===== config.mk =====
export PLATFORM = sky130hd
export DESIGN_NAME = xtal_ce_gen
export DESIGN_NICKNAME = d
export VERILOG_FILES = /design/src/rtl/xce_pkg.sv /design/src/rtl/xce_divider.sv /design/src/rtl/xce_phase_seq.sv /design/src/rtl/xtal_ce_gen.sv
export SDC_FILE = /design/constraint.sdc
export NUM_CORES = 1
export LEC_CHECK = 0
export ABC_AREA = 1
export BUFFER_PORTS_ARGS = -buffer_cell sky130_fd_sc_hd__clkbuf_2
export CAP_MARGIN = 20
export CORE_AREA = 2 2 39 41
export DETAILED_ROUTE_END_ITERATION = 6
export DIE_AREA = 0 0 41 43
export GPL_ROUTABILITY_DRIVEN = 0
export PLACE_DENSITY_LB_ADDON = 0.25
export RECOVER_POWER = 25
export SLEW_MARGIN = 15
export SYNTH_ARGS = -nofsm -noshare
export SYNTH_HDL_FRONTEND = slang
export SYNTH_SLANG_ARGS = --single-unit

===== constraint.sdc =====
create_clock -name clk -period 1.06 [get_ports clk]
set_input_delay 0.212 -clock clk [delete_from_list [all_inputs] [get_ports clk]]
set_output_delay 0.212 -clock clk [all_outputs]
set_load 0.005 [all_outputs]

===== src/rtl/xce_pkg.sv =====
package xce_pkg;

    typedef enum logic {
        MODE_STD = 1'b0,
        MODE_DBL = 1'b1
    } clk_mode_e;

    typedef struct packed {
        logic      half;
        clk_mode_e req;
        clk_mode_e act;
    } div_state_t;

    localparam div_state_t DIV_RESET = '{half: 1'b0, req: MODE_STD, act: MODE_STD};

    // The halved clock rises at the edge that ends a cycle with the toggle low.
    function automatic logic half_rise(logic half);
        return !half;
    endfunction

    function automatic logic enable_of(div_state_t s);
        return (s.act == MODE_DBL) || s.half;
    endfunction

endpackage


===== src/rtl/xce_divider.sv =====
module xce_divider
    import xce_pkg::*;
(
    input  logic      clk,
    input  logic      rst,
    input  logic      wr_en,
    input  logic      wr_mode,
    output logic      core_ce,
    output logic      div_tgl,
    output clk_mode_e mode_act
);

    div_state_t st_q;
    div_state_t st_d;

    always_comb begin
        st_d      = st_q;
        st_d.half = ~st_q.half;
        if (wr_en) begin
            st_d.req = clk_mode_e'(wr_mode);
        end
        if (half_rise(st_q.half)) begin
            st_d.act = st_q.req;
        end
    end

    always_ff @(posedge clk) begin
        if (rst) begin
            st_q <= DIV_RESET;
        end else begin
            st_q <= st_d;
        end
    end

    assign core_ce  = enable_of(st_q);
    assign div_tgl  = st_q.half;
    assign mode_act = st_q.act;

endmodule


===== src/rtl/xce_phase_seq.sv =====
module xce_phase_seq #(
    parameter int PHASES  = 6,
    parameter int PHASE_W = $clog2(PHASES)
) (
    input  logic               clk,
    input  logic               rst,
    input  logic               ce,
    output logic [PHASE_W-1:0] phase,
    output logic               stb
);

    localparam logic [PHASE_W-1:0] LAST = PHASE_W'(PHASES - 1);

    logic               at_last;
    logic [PHASE_W-1:0] nxt;

    assign at_last = (phase == LAST);

    generate
        if ((1 << PHASE_W) == PHASES) begin : g_pow2
            assign nxt = phase + 1'b1;
        end else begin : g_cmp
            assign nxt = at_last ? '0 : phase + 1'b1;
        end
    endgenerate

    always_ff @(posedge clk) begin
        if (rst) begin
            phase <= '0;
        end else if (ce) begin
            phase <= nxt;
        end
    end

    assign stb = ce && at_last;

endmodule


===== src/rtl/xtal_ce_gen.sv =====
module xtal_ce_gen
    import xce_pkg::*;
#(
    parameter int PHASES = 6
) (
    input  logic clk,
    input  logic rst,
    input  logic cfg_wr,
    input  logic cfg_fast,
    output logic core_ce,
    output logic periph_ce,
    output logic mcyc_stb
);

    localparam int PHASE_W = $clog2(PHASES);

    logic               div_tgl;
    clk_mode_e          mode_act;
    logic [PHASE_W-1:0] phase;

    xce_divider u_div (
        .clk      (clk),
        .rst      (rst),
        .wr_en    (cfg_wr),
        .wr_mode  (cfg_fast),
        .core_ce  (core_ce),
        .div_tgl  (div_tgl),
        .mode_act (mode_act)
    );

    xce_phase_seq #(
        .PHASES  (PHASES),
        .PHASE_W (PHASE_W)
    ) u_seq (
        .clk   (clk),
        .rst   (rst),
        .ce    (core_ce),
        .phase (phase),
        .stb   (mcyc_stb)
    );

    // Peripherals run from the same (halved or full-rate) enable as the core.
    assign periph_ce = core_ce;

endmodule


==> results.tsv <==
metric	value	unit
WHS Path Cells	2	
initial core utilization	0.1872	
Clock Tree Buf Depth	2	
largest net degree at the start of global routing	5	
mean post-synth cell area	7.000	µm²
share of layout cells above drive strength 1	0.5370	
CP Launch Type	register	
Remaining Overflow, GRT	0	
PnR worst setup slack	-0.07146	ns
Fin Hold WS	0.1488	ns
unrepaired setup endpoints after global routing	true	
htree depth	1	
total power	0.5826	mW
initial drt markers	2	
Distinct cells, synth	11	
number of remaining DRC errors	0	
Final nets	60	
Reg clk slew, reported paths	0.05	ns
sequential area share after synthesis	0.4638	
Peak VDD IR	0.6301	mV
clk_skew	0.006616	ns
status	finished, violations left	
# rows	14	
global-route wire length before repair	986	µm
Die W	41	µm
vias in the first global route	251	
syn_nets	41	
Setup TNS Final	-0.1589	ns
core area	1384	µm²
failing checks	setup timing	
Die Area	1763	µm²
ANT cells	0	
slew margin rel.	0.8793	
Lkg Pwr	0.2100	nW
r2r worst-path depth	5	
Max FO, Critical Path	2	
post-detail-place hpwl	348.5	µm
Max-Cap Viols	0	
DR pass1 iterations	4	
post-place setup slack	0.09977	ns
Hold Crit Class	in -> reg	
DR vias/cell	3.986	
Num CTS Buffers	3	
Area growth, synth to finish	59.90	%
setup violators final	3	
Cell Pwr Density	1407	nW/µm²
critical path required time	0.85	ns
Syn Inst Count	37	
fin util	0.2993	
Worst EP arrival	0.92	ns
Period minus WS final	1.131	ns
Setup CP Type	reg -> out	
post-route ant nets	0	
Placed Area	309.0	µm²
Yosys warning count	0	
Design Area, Final	414.1	µm²
fin cells	70	
critical path endpoint category	output port	
crit share post-route	1.067	
hold buffers post-CTS	0	
clock root cell	clkbuf_4	
later-pin clock latency in the skew report	0.25	ns
Port-buffer cells	6	
Placed Instances	59	
Die Y	43	µm
Max Slew Vio Count	0	
Routed Wire Length	586	µm
Routed WL per cell	8.371	µm
Synth Cell Area	259.0	µm²
maximum clock rate	0.8838	GHz
# clock sinks	6	
#FFs+latches synth	6	
CTS tree	yes	
gr usage total	0.09155	
initial antenna violation count	0	
Tightest Pin Transition	0.1808	ns
DR vias	279	
# IOs	7	
Hold Fails Final Rpt	0	
==> area by class of cell <==
cell class                      count  area [µm²]
Clock buffer                        3       22.52
Fill cell                         151       969.7
Inverter                            7       26.28
Multi-Input combinational cell     23       112.6
Sequential cell                     6       125.1
Tap cell                           16       20.02
Timing Repair Buffer               15       107.6
==> flip-flops by register name, indices dropped and copies added (netlist names) <==
| name | flops |
|---|---|
| u_div.div_tgl | 1 |
| u_div.st_q | 1 |
| u_seq.phase | 3 |
| u_div.mode_act | 1 |
==> where the power goes <==
group | total, mW | switching, mW | leakage [nW] | internal [mW]
logic | 0.116 | 0.0530 | 0.145 | 0.0632
registers | 0.254 | 0.00917 | 0.0508 | 0.245
clock network | 0.213 | 0.0845 | 0.0138 | 0.128
total | 0.583 | 0.147 | 0.210 | 0.436
==> timing repair <==
action	CTS	global route
gates cloned	0	0
setup buffers	5	3
pin swaps	4	4
setup endpoints to repair	3	3
gates resized for setup	6	4
==> critical path, stage by stage (launching register included) <==
cell and delay, ns:
dfxtp_2 0.33, nand2_1 0.05, inv_1 0.06, nand2_2 0.05, nor2_1 0.08, buf_2 0.11
==> final timing paths <==
kind | startpoint | slack (ns) | end
setup / recovery | u_seq.phase[0]$_SDFFE_PP0P_ | -0.07 | mcyc_stb
hold / removal | rst | 0.15 | u_seq.phase[0]$_SDFFE_PP0P_
setup reg to reg | u_seq.phase[0]$_SDFFE_PP0P_ | 0.12 | u_seq.phase[1]$_SDFFE_PP0P_
hold reg to reg | u_seq.phase[1]$_SDFFE_PP0P_ | 0.51 | u_seq.phase[1]$_SDFFE_PP0P_
==> routing by layer <==
metal / up-vias / track usage / routed length, µm
met2: 12 / 0.1250 / 277
li1: 144 / - / -
met1: 121 / 0.08738 / 235
met4: 0 / 0.06000 / 8
met5: - / 0 / 0
met3: 2 / 0.07853 / 64
==> cells by family after synthesis <==
logic type	Yosys count	share of synthesized area
DFF	6	0.4638
buffers and inverters	8	0.1304
AOI/OAI and AO/OA	6	0.1304
and+or+nand+nor	17	0.2754
==> cells in the mapped netlist <==
library cell  count  share of area
nor2_2            2          0.048
buf_4             1          0.029
a21oi_1           2          0.039
nand2_2           1          0.024
nor2_1            7           0.10
a21oi_2           1          0.034
inv_1             6          0.087
nand2_1           7           0.10
inv_2             1          0.014
o21ai_0           3          0.058
dfxtp_1           6           0.46
==> cells in the final DEF (no fill, tap or decap), drive strengths merged <==
master / count
nor2: 9
o21ai: 3
nand2: 8
clkbuf: 7
inv: 7
dfxtp: 6
a21oi: 3
buf: 11
Power figures use the tool's default switching activity.
